[config.mk]
export PLATFORM = sky130hd
export DESIGN_NAME = wsr_read_mux
export DESIGN_NICKNAME = d
export VERILOG_FILES = /design/src/rtl/wsr_pkg.sv /design/src/rtl/wsr_strobe_edge.sv /design/src/rtl/wsr_toggle.sv /design/src/rtl/wsr_compose.sv /design/src/rtl/wsr_read_mux.sv
export SDC_FILE = /design/constraint.sdc
export NUM_CORES = 1
export LEC_CHECK = 0
export BUFFER_PORTS_ARGS = -buffer_cell sky130_fd_sc_hd__buf_4
export CORE_AREA = 10 10 47 49
export CTS_BUF_LIST = sky130_fd_sc_hd__clkbuf_4 sky130_fd_sc_hd__clkbuf_8
export DETAILED_ROUTE_END_ITERATION = 16
export DIE_AREA = 0 0 57 59
export GPL_TIMING_DRIVEN = 0
export PLACE_DENSITY = 0.69
export SYNTH_ARGS = -nofsm -noshare
export SYNTH_HDL_FRONTEND = slang
export SYNTH_SLANG_ARGS = --single-unit
[constraint.sdc]
create_clock -name clk -period 2.4 [get_ports clk]
set_input_delay 0.36 -clock clk [delete_from_list [all_inputs] [get_ports clk]]
set_output_delay 0.36 -clock clk [all_outputs]
set_load 0.01 [all_outputs]
[src/rtl/wsr_pkg.sv]
// Shared types for the write-status read multiplexer.
package wsr_pkg;
    typedef enum logic {
        OP_PROG  = 1'b0,
        OP_ERASE = 1'b1
    } op_kind_e;
endpackage

[src/rtl/wsr_strobe_edge.sv]
// Rising-edge detector for the read-access strobe.
// Assumes the strobe is already synchronous to clk.
module wsr_strobe_edge (
    input  logic clk,
    input  logic rst_n,
    input  logic strobe_i,
    output logic rise_o
);
    logic strobe_q;

    // Remember the strobe level from the previous clock.
    always_ff @(posedge clk) begin
        if (!rst_n) strobe_q <= 1'b0;
        else        strobe_q <= strobe_i;
    end

    // A rise is high now and low one clock earlier.
    always_comb rise_o = strobe_i & ~strobe_q;
endmodule

[src/rtl/wsr_toggle.sv]
// Toggle-bit state. It is cleared when an operation starts and
// flips once per accepted busy read. A clear beats an advance.
module wsr_toggle (
    input  logic clk,
    input  logic rst_n,
    input  logic clear_i,
    input  logic adv_i,
    output logic tog_o
);
    // Hold, clear or invert the toggle state.
    always_ff @(posedge clk) begin
        if (!rst_n || clear_i) tog_o <= 1'b0;
        else if (adv_i)        tog_o <= ~tog_o;
    end
endmodule

[src/rtl/wsr_compose.sv]
// Builds the read byte: status bits are substituted during busy,
// and the array byte passes straight through otherwise.
// Purely combinational.
module wsr_compose
    import wsr_pkg::*;
#(
    parameter int DW       = 8,
    parameter int POLL_BIT = 7,
    parameter int TOG_BIT  = 6
) (
    input  logic          busy_i,
    input  op_kind_e      op_i,
    input  logic [DW-1:0] prog_data_i,
    input  logic [DW-1:0] array_data_i,
    input  logic          tog_i,
    output logic [DW-1:0] data_o
);
    logic poll_val;

    // Polling value: the erased-state opposite (0) for erase,
    // the inverted program bit for program.
    always_comb poll_val = (op_i == OP_ERASE) ? 1'b0 : ~prog_data_i[POLL_BIT];

    // Per-bit choice between status and array data.
    for (genvar b = 0; b < DW; b++) begin : g_bit
        if (b == POLL_BIT) begin : g_poll
            assign data_o[b] = busy_i ? poll_val : array_data_i[b];
        end else if (b == TOG_BIT) begin : g_tog
            assign data_o[b] = busy_i ? tog_i : array_data_i[b];
        end else begin : g_pass
            assign data_o[b] = array_data_i[b];
        end
    end
endmodule

[src/rtl/wsr_read_mux.sv]
// Top of the write-status read path. A read is accepted on a strobe
// rise while the part is selected with its outputs enabled. The
// composed byte is held until the next accepted read, and the output
// is zero while the bus is not driven.
module wsr_read_mux
    import wsr_pkg::*;
#(
    parameter int DW = 8
) (
    input  logic          clk,
    input  logic          rst_n,
    input  logic          busy_i,
    input  logic          op_erase_i,
    input  logic          op_start_i,
    input  logic [DW-1:0] prog_data_i,
    input  logic [DW-1:0] array_data_i,
    input  logic          rd_strobe_i,
    input  logic          ce_n_i,
    input  logic          oe_n_i,
    output logic [DW-1:0] rd_data_o,
    output logic          rd_valid_o
);
    localparam int POLL_BIT = DW - 1;
    localparam int TOG_BIT  = DW - 2;

    logic          rise;
    logic          rd_acc;
    logic          tog;
    logic [DW-1:0] composed;
    logic [DW-1:0] hold_q;
    op_kind_e      op_kind;

    wsr_strobe_edge u_edge (
        .clk      (clk),
        .rst_n    (rst_n),
        .strobe_i (rd_strobe_i),
        .rise_o   (rise)
    );

    // A read counts only when the part is selected and its outputs are enabled.
    always_comb rd_valid_o = ~ce_n_i & ~oe_n_i;
    always_comb rd_acc     = rise & rd_valid_o;
    always_comb op_kind    = op_kind_e'(op_erase_i);

    wsr_toggle u_tog (
        .clk     (clk),
        .rst_n   (rst_n),
        .clear_i (op_start_i),
        .adv_i   (rd_acc & busy_i),
        .tog_o   (tog)
    );

    wsr_compose #(.DW(DW), .POLL_BIT(POLL_BIT), .TOG_BIT(TOG_BIT)) u_comp (
        .busy_i       (busy_i),
        .op_i         (op_kind),
        .prog_data_i  (prog_data_i),
        .array_data_i (array_data_i),
        .tog_i        (tog),
        .data_o       (composed)
    );

    // Capture the composed byte on each accepted read.
    always_ff @(posedge clk) begin
        if (!rst_n)      hold_q <= '0;
        else if (rd_acc) hold_q <= composed;
    end

    // Output gating stands in for the tri-state bus.
    always_comb rd_data_o = rd_valid_o ? hold_q : '0;
endmodule

==> results of run 1 <==
==> worst paths after layout <==
kind,slack (ns),end,depth (start not counted)
worst max-delay path,0.84,rd_data_o[6],4
worst min-delay path,0.31,u_edge.strobe_q,2
worst min register to register,0.46,hold_q[4],2
worst max register to register,0.86,u_tog.tog_o,4
==> metal layers <==
layer	up-vias	wire (um)	share of wire (%)	track usage, %
met5	-	0	0	0
met2	22	484	41	11.2
met1	196	514	43	8.10
met3	2	177	15	4.51
li1	236	-	-	-
met4	0	9	0.76	4.03
==> worst max-delay path: cells and delay by family <==
family        cells  cell delay, ns
buf+inv           2            0.24
simple gates      2            0.60
==> power breakdown <==
group / internal, mW / total [mW] / switching [mW]
Combinational: 0.0277 / 0.0457 / 0.0181
Clock: 0.0579 / 0.115 / 0.0566
Sequential: 0.171 / 0.174 / 0.00224
Total: 0.257 / 0.334 / 0.0769
==> cells in the final DEF, fill, tap and decap left out <==
master,n
sky130_fd_sc_hd__and2_1,9
sky130_fd_sc_hd__nor4b_2,1
sky130_fd_sc_hd__buf_4,25
sky130_fd_sc_hd__mux2i_1,1
sky130_fd_sc_hd__or4b_1,1
sky130_fd_sc_hd__nand2_1,13
sky130_fd_sc_hd__a21oi_1,2
sky130_fd_sc_hd__a21boi_0,6
sky130_fd_sc_hd__dfxtp_1,10
sky130_fd_sc_hd__nand2b_1,1
sky130_fd_sc_hd__clkbuf_4,3
sky130_fd_sc_hd__or3_1,1
sky130_fd_sc_hd__clkbuf_2,1
sky130_fd_sc_hd__inv_1,1
sky130_fd_sc_hd__o21ai_0,4
sky130_fd_sc_hd__nor2_1,1
sky130_fd_sc_hd__o211a_1,1
==> metrics by stage <==
step                hold slack [ns]  setup WS [ns]
finish                        0.314          0.840
global route                  0.326          0.724
floorplan                     0.439          0.908
global placement              0.445          0.740
detailed placement            0.453          0.703
CTS                           0.316          0.802
==> cell type report <==
type,instances,area (sq um)
Sequential cell,10,200
Timing Repair Buffer,25,188
Tap cell,16,20.0
Buffer,1,5.00
Multi-Input combinational cell,41,241
Clock buffer,3,22.5
Inverter,1,3.75
Fill cell,149,721
==> flip-flops by register name, summed over array words and instances (netlist names) <==
name,cells
hold_q,8
u_edge.strobe_q,1
u_tog.tog_o,1
==> cell families (layout without fill, tap and decap cells) <==
kind of cell,after synthesis,in the layout
muxes,1,1
and+or+nand+nor,27,27
AOI/OAI and AO/OA,13,13
DFF,10,10
buffers and inverters,2,30
==> metrics.md, run 1 <==
| Metric | Value |
|---|---|
| Cell accounting for the most synthesized area | sky130_fd_sc_hd__dfxtp_1 |
| Avg WL per Cell | 12.2 um |
| Fraction of the mapped netlist area in compound gates | between 10% and 20% |
| Highest attainable clock frequency | 641 MHz |
| Clock sink count | 10 |
| Number of unique standard cell types used by synthesis | 15 |
| Number of register bits inferred by synthesis | 10 |
| FF-to-FF Start | u_edge.strobe_q |
| Post-detailed-route DRC marker count | 0 |
| Iter 0 DRT Violations | 1 |
| Placement-stage cell area | 658 sq um |
| Crit path max fanout | 9 |
| Total wirelength of the detailed-routed design | 1.19 mm |
| Starting density of the core | 32.1% |
| Post-cts resize count | 0 |
| Count of hold-fix buffers inserted at cts | 0 |
| Cell types with the highest counts after synthesis | sky130_fd_sc_hd__nand2_1, sky130_fd_sc_hd__dfxtp_1, sky130_fd_sc_hd__and2_1, sky130_fd_sc_hd__a21boi_0, sky130_fd_sc_hd__o21ai_0 |
| First-pass GRT wire length | 2.10 mm |
| Number of ports placed on the die boundary | 33 |
| Vias | 456 |
| Cell chain of the critical path | buf_4, nor2_1, and2_1, buf_4 |
| Average cell area after synthesis | 8.50 sq um |
| Hold path startpoint | rd_strobe_i |
| Share of the clock period used by the worst path after layout | 65.0% |
| Most used flip-flop cell after synthesis | sky130_fd_sc_hd__dfxtp_1 |
| Xor-xnor portion of the synthesized cell area | 0% |
| Count of final hold-check violations | 0 |
| Vias in the first global route | about 500 |
| Number of buffer cells added on primary ports | 25 |
| Nets in the synthesized netlist | 77 |
| Startpoint of the most critical setup path | oe_n_i |
| Worst Tran Pin Value | between 0.8 and 0.9 ns |
| Fraction of final layout cells with drive strength greater than 1 | 37.0% |
| Final setup violation count | 0 |
| Maximum clock path buffer count | 2 |
| Category of the worst setup path capture point | output pin |
| Total Nets Final | between 100 and 150 |
| Dominant cell by count in the synthesized netlist | sky130_fd_sc_hd__nand2_1 |
| Post-synthesis instance area | 450 sq um |
| Fraction of the mapped netlist area in simple logic gates | 32.5% |
| Number of antenna cells inserted | 0 |
| Detailed placement HPWL | 930 um |
| Cell with the largest stage delay on the worst path | sky130_fd_sc_hd__nor2_1 |
| Clock transition at path regs | 0.06 ns |
| Leakage | 0.313 nW |
| Placeable core area | 0.00140 sq mm |
| Max-cap violation count | 0 |
| Top cells by area, synth | sky130_fd_sc_hd__dfxtp_1, sky130_fd_sc_hd__and2_1, sky130_fd_sc_hd__nand2_1 |
| Maximum level of the CTS H-tree | 1 |
| CP peak stage delay | 0.39 ns |
| Die area | 0.00336 sq mm |
| Synthesis warning total | 0 |
| Maximum vdd ir drop | 0.000243 V |
| DIE HEIGHT | 59 um |
| Post-Route Skew | around 0.0026 ns |
| Final weighted congestion of routability-driven global placement | 0.663 |
| Number of buffers added by the clock tree synthesis step | 3 |
| Proportion of synthesized area in mux cells | 2.22% |
| Element type at the critical path start | primary input |
| Die W | 57 um |
| Later-pin clock latency in the skew report | 0.26 ns |
| Relative slew margins | 44.3% |
| Antenna violations before repair | 0 |
| Post-synth top area share | 44.4% |
| Final-report max-slew violation count | 0 |
| Fraction of registers with async set or reset after synthesis | 0% |
| Overflow after GRT | 0 |
| Crit Path Category | primary input to output pin |
| Synthesized-area fraction occupied by adder cells | 0% |
| Unrepaired setup endpoints after global routing | false |
| Post-layout util | approximately half |
| Minimum period implied by the final worst setup slack | 1.56 ns |
| Clock Tree Root | sky130_fd_sc_hd__clkbuf_4 |
| Summed negative setup slack over all endpoints | 0 ns |
| Row cnt | 14 |
| TritonCTS clock tree | done |
| Sum of internal, switching and leakage power | between 300 and 400 uW |
| Post-Layout Cell Count | 97 |
| Routed via count divided by cell count | 4.70 |
| Outcome | finished clean |
| Data required time at the worst endpoint | a little over 2 ns |
| Portion of the post-synthesis area used by sequential elements | 44.4% |
| Post-CTS setup buffers | 0 |
| Detailed Routing Iterations Pass 1 | 2 |
| Hold WC Path Type | primary input to flip-flop |
| Number of nets with antenna violations after detailed routing | 0 |
| Pin count of the biggest net entering global routing | 11 |
| Area added between synthesis and finish | 51.1% |
| Total instance count after detailed placement | 94 |
| Cells after synthesis | 53 |
| Cell repeated most along the worst path | sky130_fd_sc_hd__buf_4 |
| Main combinational cell family by area after synthesis | simple AND/OR/NAND/NOR gates |
| Power per unit of standard cell area | about 490 mW/mm^2 |
| Post-layout instance area | 681 sq um |
| Count of flip-flops with a built-in enable after synthesis | 0 |
| Arrival time at the worst endpoint | 1.20 ns |
| GR Util All Layers | 7.48% |
No activity file was read; power rests on OpenSTA's default activity.
==> inputs of run 2 (changes only) <==
==> constraint.sdc (replaced) <==
create_clock -name clk -period 1.45 [get_ports clk]
set_input_delay 0.2175 -clock clk [delete_from_list [all_inputs] [get_ports clk]]
set_output_delay 0.2175 -clock clk [all_outputs]
set_load 0.01 [all_outputs]
==> run 2 against run 1 <==
Global-route usage grew 0.35 points; register-to-register slack lost 0.77 ns; routed wire length grew 4.6%; via count grew 0.88%; first-iteration DRC count grew to 11 times the previous value; critical path depth shrank 1; largest power group unchanged.
==> metrics.md, run 2 (synthesis results as in run 1) <==
| Metric | Value |
|---|---|
| Final hold slack | 0.174 ns (-0.139 ns) |
| Total Nets Final | 108 (+0.93%) |
| FF-to-FF Start | u_edge.strobe_q |
| Element type at the critical path start | flip-flop |
| Power per unit of standard cell area | 795 mW/mm^2 (+62%) |
| Arrival time at the worst endpoint | 1.55 ns (+0.35 ns) |
| Highest attainable clock frequency | 736 MHz |
| Final setup violation count | 0 (unchanged) |
| Vias in the first global route | 527 (+5.8%) |
| Max-cap violation count | 0 (unchanged) |
| Pin count of the biggest net entering global routing | 11 (unchanged) |
| Most frequent cells in the layout | sky130_fd_sc_hd__buf_4, sky130_fd_sc_hd__nand2_1, sky130_fd_sc_hd__and2_1, sky130_fd_sc_hd__dfxtp_1, sky130_fd_sc_hd__a21boi_0 |
| Unrepaired setup endpoints after global routing | false |
| Minimum period implied by the final worst setup slack | 1.36 ns |
| Routed via count divided by cell count | 4.69 (-0.15%) |
| Post-Route Skew | 0.000746 ns (-0.00189 ns) |
| Relative slew margins | 63.2% (+19 points) |
| Share of the clock period used by the worst path after layout | 93.7% |
| Category of the worst setup path capture point | flip-flop |
| Count of hold-fix buffers inserted at cts | 0 (unchanged) |
| Summed negative setup slack over all endpoints | 0 ns (unchanged) |
| Overflow after GRT | 0 (unchanged) |
| Crit path max fanout | 3 (-6) |
| Internal power | 430 uW (+67%) |
| Starting density of the core | 32.1% (unchanged) |
| Clock Tree Root | sky130_fd_sc_hd__clkbuf_4 |
| Number of flip-flops in the largest register | 8 (unchanged) |
| Avg WL per Cell | 12.7 um (+3.6%) |
| Outcome | finished clean |
| Row cnt | 14 (unchanged) |
| Crit Path Category | flip-flop to flip-flop |
| Psw | 130 uW (+69%) |
| Leakage | 0.325 nW (+3.6%) |
| Detailed Routing Iterations Pass 1 | 2 (unchanged) |
| Die area | 0.00336 sq mm (unchanged) |
| Vias | 460 (+0.88%) |
| Number of antenna cells inserted | 0 (unchanged) |
| Detailed placement HPWL | 930 um (unchanged) |
| Post-detailed-route DRC marker count | 0 (unchanged) |
| Maximum clock path buffer count | 2 (unchanged) |
| Hold path startpoint | rd_strobe_i |
| Registers with the most flip-flops | hold_q: 8 flops, u_edge.strobe_q: 1 flops, u_tog.tog_o: 1 flops |
| Startpoint of the most critical setup path | u_edge.strobe_q |
| Post-layout util | 50.3% (+1.7 points) |
| Sw Ratio | 23.3% (+0.23 points) |
| Die W | 57 um (unchanged) |
| Placeable core area | 0.00140 sq mm (unchanged) |
| First-pass GRT wire length | 2.19 mm (+4.6%) |
| Hold WC Path Type | primary input to flip-flop |
| Maximum vdd ir drop | 0.000417 V (+71%) |
| Number of buffer cells added on primary ports | 25 (unchanged) |
| Met1 usage in global routing | 8.24% (+0.14 points) |
| Number of nets with antenna violations after detailed routing | 0 (unchanged) |
| Number of ports placed on the die boundary | 33 (unchanged) |
| Iter 0 DRT Violations | 11 (+10) |
| Commonest non-fill, non-tap cell in the layout | sky130_fd_sc_hd__buf_4 |
| Final-report max-slew violation count | 0 (unchanged) |
| Power share of the sequential group | 51.5% (-0.5 points) |
| Maximum level of the CTS H-tree | 1 (unchanged) |
| Fraction of final layout cells with drive strength greater than 1 | 40.2% (+3.2 points) |
| Antenna violations before repair | 0 (unchanged) |
| Register name with the most flops | hold_q |
| Clock transition at path regs | 0.06 ns (about the same) |
| Clock sink count | 10 (unchanged) |
| Area added between synthesis and finish | 56.4% |
| TritonCTS clock tree | done |
| GR Util met3 | 4.51% (unchanged) |
| GR Util met2 | 12.2% (+1.1 points) |
| Final weighted congestion of routability-driven global placement | 0.663 (unchanged) |
| Count of final hold-check violations | 0 (unchanged) |
| Total wirelength of the detailed-routed design | 1.24 mm (+4.6%) |
| Most congested layer reported by global routing | met2 |
| Number of buffers added by the clock tree synthesis step | 3 (unchanged) |
| Clock power share | 33.9% (-0.4 points) |
| Placement-stage cell area | 658 sq um (unchanged) |
| Share of total power in combinational logic | 14.6% (+0.9 points) |
| Worst Tran Pin Value | 0.550 ns (-0.283 ns) |
| Post-layout instance area | 704 sq um (+3.5%) |
| DIE HEIGHT | 59 um (unchanged) |
| Later-pin clock latency in the skew report | 0.26 ns (about the same) |
| GR Util All Layers | 7.84% (+0.35 points) |
| Data required time at the worst endpoint | 1.65 ns (-0.39 ns) |
run 2: path summary, 6_finish.rpt:
check	end	slack [ns]	cells after the start
worst max-delay path	u_tog.tog_o	0.09	3
worst min-delay path	u_edge.strobe_q	0.17	2
worst max register to register	u_tog.tog_o	0.09	3
worst min register to register	hold_q[4]	0.46	2
run 2: worst max-delay path: stages (launching register included):
cell                      delay, ns
sky130_fd_sc_hd__dfxtp_2       0.33
sky130_fd_sc_hd__or4b_4        0.50
sky130_fd_sc_hd__or3_1         0.31
sky130_fd_sc_hd__a21oi_1       0.15
run 2: metal layers:
layer | part of all wire (%) | up-vias
li1 | - | 239
met1 | 43 | 197
met2 | 43 | 22
met3 | 14 | 2
met4 | 0.65 | 0
met5 | 0 | -
run 2: layout make-up:
class                      instances  area (sq um)
fill                             146           697
multi-input combinational         41           254
timing repair buffer              27           203
sequential                        10           201
clock buffer                       3          22.5
tap                               16          20.0
inverter                           1          3.75
run 2: repair_timing:
item / CTS / global route
buffers inserted: 2 / 0
setup endpoints to repair: 4 / 1
pin swaps: 2 / 1
gates resized for setup: 4 / 2
run 2: through the flow:
step           cells  power, mW  setup WS [ns]
6_report          98      0.560         0.0916
5_1_grt           98      0.585         0.0512
4_1_cts           99      0.561        0.00200
3_5_place_dp      94      0.370         -0.105
3_3_place_gp      94      0.369        -0.0675
2_1_floorplan     53      0.320         0.0124
run 2: power by group through the flow:
stage                     clock network, mW  logic, mW  registers (mW)
after floorplan                           0     0.0270           0.293
after global placement                    0     0.0756           0.294
after detailed placement                  0     0.0766           0.294
after CTS                             0.188     0.0841           0.288
after global routing                  0.205     0.0910           0.289
final                                 0.190     0.0818           0.288
==> inputs of run 3 (changes only) <==
--- a/config.mk
+++ b/config.mk
@@ -5,13 +5,12 @@
 export SDC_FILE = /design/constraint.sdc
 export NUM_CORES = 1
 export LEC_CHECK = 0
-export BUFFER_PORTS_ARGS = -buffer_cell sky130_fd_sc_hd__buf_4
-export CORE_AREA = 10 10 47 49
+export CORE_AREA = 5 5 42 44
 export CTS_BUF_LIST = sky130_fd_sc_hd__clkbuf_4 sky130_fd_sc_hd__clkbuf_8
 export DETAILED_ROUTE_END_ITERATION = 16
-export DIE_AREA = 0 0 57 59
+export DIE_AREA = 0 0 47 49
+export DONT_BUFFER_PORTS = 1
 export GPL_TIMING_DRIVEN = 0
-export PLACE_DENSITY = 0.69
 export SYNTH_ARGS = -nofsm -noshare
 export SYNTH_HDL_FRONTEND = slang
 export SYNTH_SLANG_ARGS = --single-unit
==> run 3 against run 2 <==
Hold slack worse by 0.10 ns; critical path type unchanged; critical endpoint unchanged; die area down 32%; largest cell class unchanged; register-to-register slack worse by 0.05 ns.
==> metrics.md, run 3 (synthesis results as in run 1) <==
| Metric | Value |
|---|---|
| Outcome | finished clean |
| Share of the clock period used by the worst path after layout | 96.8% (+3.2 points) |
| Register name with the most flops | hold_q |
| Worst Tran Pin Value | 0.635 ns (+0.0851 ns) |
| Post-detailed-route DRC marker count | 0 (unchanged) |
| Starting density of the core | 32.1% (unchanged) |
| Clock Tree Root | sky130_fd_sc_hd__clkbuf_4 |
| Number of flip-flops in the largest register | 8 (unchanged) |
| Total Nets Final | 82 (-24%) |
| Startpoint of the most critical setup path | u_edge.strobe_q |
| Crit Path Category | flip-flop to flip-flop |
| Element type at the critical path start | flip-flop |
| Total instance count after detailed placement | 69 (-27%) |
| Iter 0 DRT Violations | 3 (-8) |
| Multi-input gate area | 254 sq um (unchanged) |
| Unrepaired setup endpoints after global routing | false |
| Final-report max-slew violation count | 0 (unchanged) |
| Post-Route Skew | 0.000600 ns (-0.000146 ns) |
| Commonest non-fill, non-tap cell in the layout | sky130_fd_sc_hd__nand2_1 |
| Later-pin clock latency in the skew report | 0.26 ns (about the same) |
| First-pass GRT wire length | 1.58 mm (-28%) |
| Minimum period implied by the final worst setup slack | 1.40 ns (+0.0458 ns) |
| Total wirelength of the detailed-routed design | 1.01 mm (-19%) |
| Final weighted congestion of routability-driven global placement | 0.653 (-1.6%) |
| Sum of internal, switching and leakage power | 504 uW (-10%) |
| Relative slew margins | 57.5% (-5.7 points) |
| Data required time at the worst endpoint | 1.64 ns (about the same) |
| Share of total power in combinational logic | 6.9% (-7.7 points) |
| Number of fill cells | 166 (+14%) |
| Maximum vdd ir drop | 0.000570 V (+37%) |
| Avg WL per Cell | 14.0 um (+10%) |
| Antenna violations before repair | 0 (unchanged) |
| Flip-flop and latch area | 201 sq um (unchanged) |
| Number of ports placed on the die boundary | 33 (unchanged) |
| Post-Layout Cell Count | 72 (-27%) |
| Cell with the largest stage delay on the worst path | sky130_fd_sc_hd__or4b_4 |
| Placeable core area | 0.00140 sq mm (unchanged) |
| Routed via count divided by cell count | 5.29 (+13%) |
| Maximum clock path buffer count | 2 (unchanged) |
| Clock power share | 35.8% (+1.9 points) |
| Sw Ratio | 21.1% (-2.2 points) |
| Final setup violation count | 0 (unchanged) |
| Fraction of final layout cells with drive strength greater than 1 | 12.5% (-28 points) |
| Power share of the sequential group | 57.3% (+5.8 points) |
| TritonCTS clock tree | done |
| Overflow after GRT | 0 (unchanged) |
| Number of nets with antenna violations after detailed routing | 0 (unchanged) |
| Internal power | 397 uW (-7.6%) |
| Detailed Routing Iterations Pass 1 | 3 (+1) |
| Leakage | 0.195 nW (-40%) |
| Cell chain of the critical path | or4b_4, or3_1, a21oi_1 |
| FF-to-FF Start | u_edge.strobe_q |
| Die W | 47 um (-18%) |
| Crit path max fanout | 2 (-1) |
| Maximum level of the CTS H-tree | 1 (unchanged) |
| Registers with the most flip-flops | hold_q: 8 flops, u_edge.strobe_q: 1 flops, u_tog.tog_o: 1 flops |
| Summed negative setup slack over all endpoints | 0 ns (unchanged) |
| Pin count of the biggest net entering global routing | 11 (unchanged) |
| GR Util All Layers | 10.3% (+2.5 points) |
| Row cnt | 14 (unchanged) |
| Clock transition at path regs | 0.06 ns (about the same) |
| Count of final hold-check violations | 0 (unchanged) |
| Area added between synthesis and finish | 13.1% |
| Vias | 381 (-17%) |
| Vias in the first global route | 394 (-25%) |
| Category of the worst setup path capture point | flip-flop |
| Die area | 0.00230 sq mm (-32%) |
| Number of buffers added by the clock tree synthesis step | 3 (unchanged) |
| Final hold slack | 0.0743 ns (-0.0998 ns) |
| Number of antenna cells inserted | 0 (unchanged) |
| Psw | 106 uW (-19%) |
| Clock sink count | 10 (unchanged) |
| DIE HEIGHT | 49 um (-17%) |
| Hold path startpoint | rd_strobe_i |
| Hold WC Path Type | primary input to flip-flop |
| Max-cap violation count | 0 (unchanged) |
| Arrival time at the worst endpoint | 1.60 ns (+0.05 ns) |
| Highest attainable clock frequency | 712 MHz (-3.3%) |
| Power per unit of standard cell area | 989 mW/mm^2 (+24%) |
| CP peak stage delay | 0.54 ns (+0.04 ns) |
| Most frequent cells in the layout | sky130_fd_sc_hd__nand2_1, sky130_fd_sc_hd__and2_1, sky130_fd_sc_hd__dfxtp_1 |
| Number of buffer cells added on primary ports | 0 (-100%) |
## run 3: area by class of cell
type,instances,share of cell area [%]
Timing Repair Buffer,1,1.47
Multi-Input combinational cell,41,49.9
Tap cell,16,3.93
Sequential cell,10,39.6
Inverter,1,0.737
Clock buffer,3,4.42
## run 3: power by group through the flow
stage | sequential, mW | clock [mW] | combinational (mW)
2_1_floorplan | 0.293 | 0 | 0.0270
3_3_place_gp | 0.294 | 0 | 0.0318
3_5_place_dp | 0.294 | 0 | 0.0325
4_1_cts | 0.289 | 0.192 | 0.0370
5_1_grt | 0.290 | 0.218 | 0.0401
6_report | 0.289 | 0.180 | 0.0347
## run 3: metal layers
metal | vias up | GRT usage (%) | part of all wire [%]
met5 | - | 0 | 0
li1 | 184 | - | -
met2 | 21 | 14.5 | 45
met4 | 0 | 6.91 | 3.4
met1 | 171 | 9.98 | 36
met3 | 5 | 8.12 | 15
## run 3: stage by stage
stage / area, sq um / utilization [%] / setup WS, ns
global route: 509 / 36.3 / 0.0261
CTS: 519 / 37.1 / -0.0116
floorplan: 450 / - / 0.0124
finish: 509 / 36.3 / 0.0458
detailed placement: 470 / 33.6 / -0.0863
global placement: 470 / 33.6 / -0.0433
## run 3: worst paths after layout
check        depth (start not counted)  slack (ns)              end
max reg2reg                          3        0.05      u_tog.tog_o
max                                  3        0.05      u_tog.tog_o
min reg2reg                          2        0.45        hold_q[0]
min                                  1        0.07  u_edge.strobe_q
## run 3: worst max-delay path: cells and delay by family (launching register included)
family          cells  cell delay [ns]
compound gates      1             0.15
flops               1             0.33
simple gates        2             0.86
## run 3: timing repair
| item | in CTS | in global routing |
|---|---|---|
| hold buffers | 0 | 0 |
| setup endpoints to repair | 3 | 1 |
| setup buffers | 1 | 0 |
| gates resized for setup | 4 | 1 |
| pin swaps | 2 | 2 |
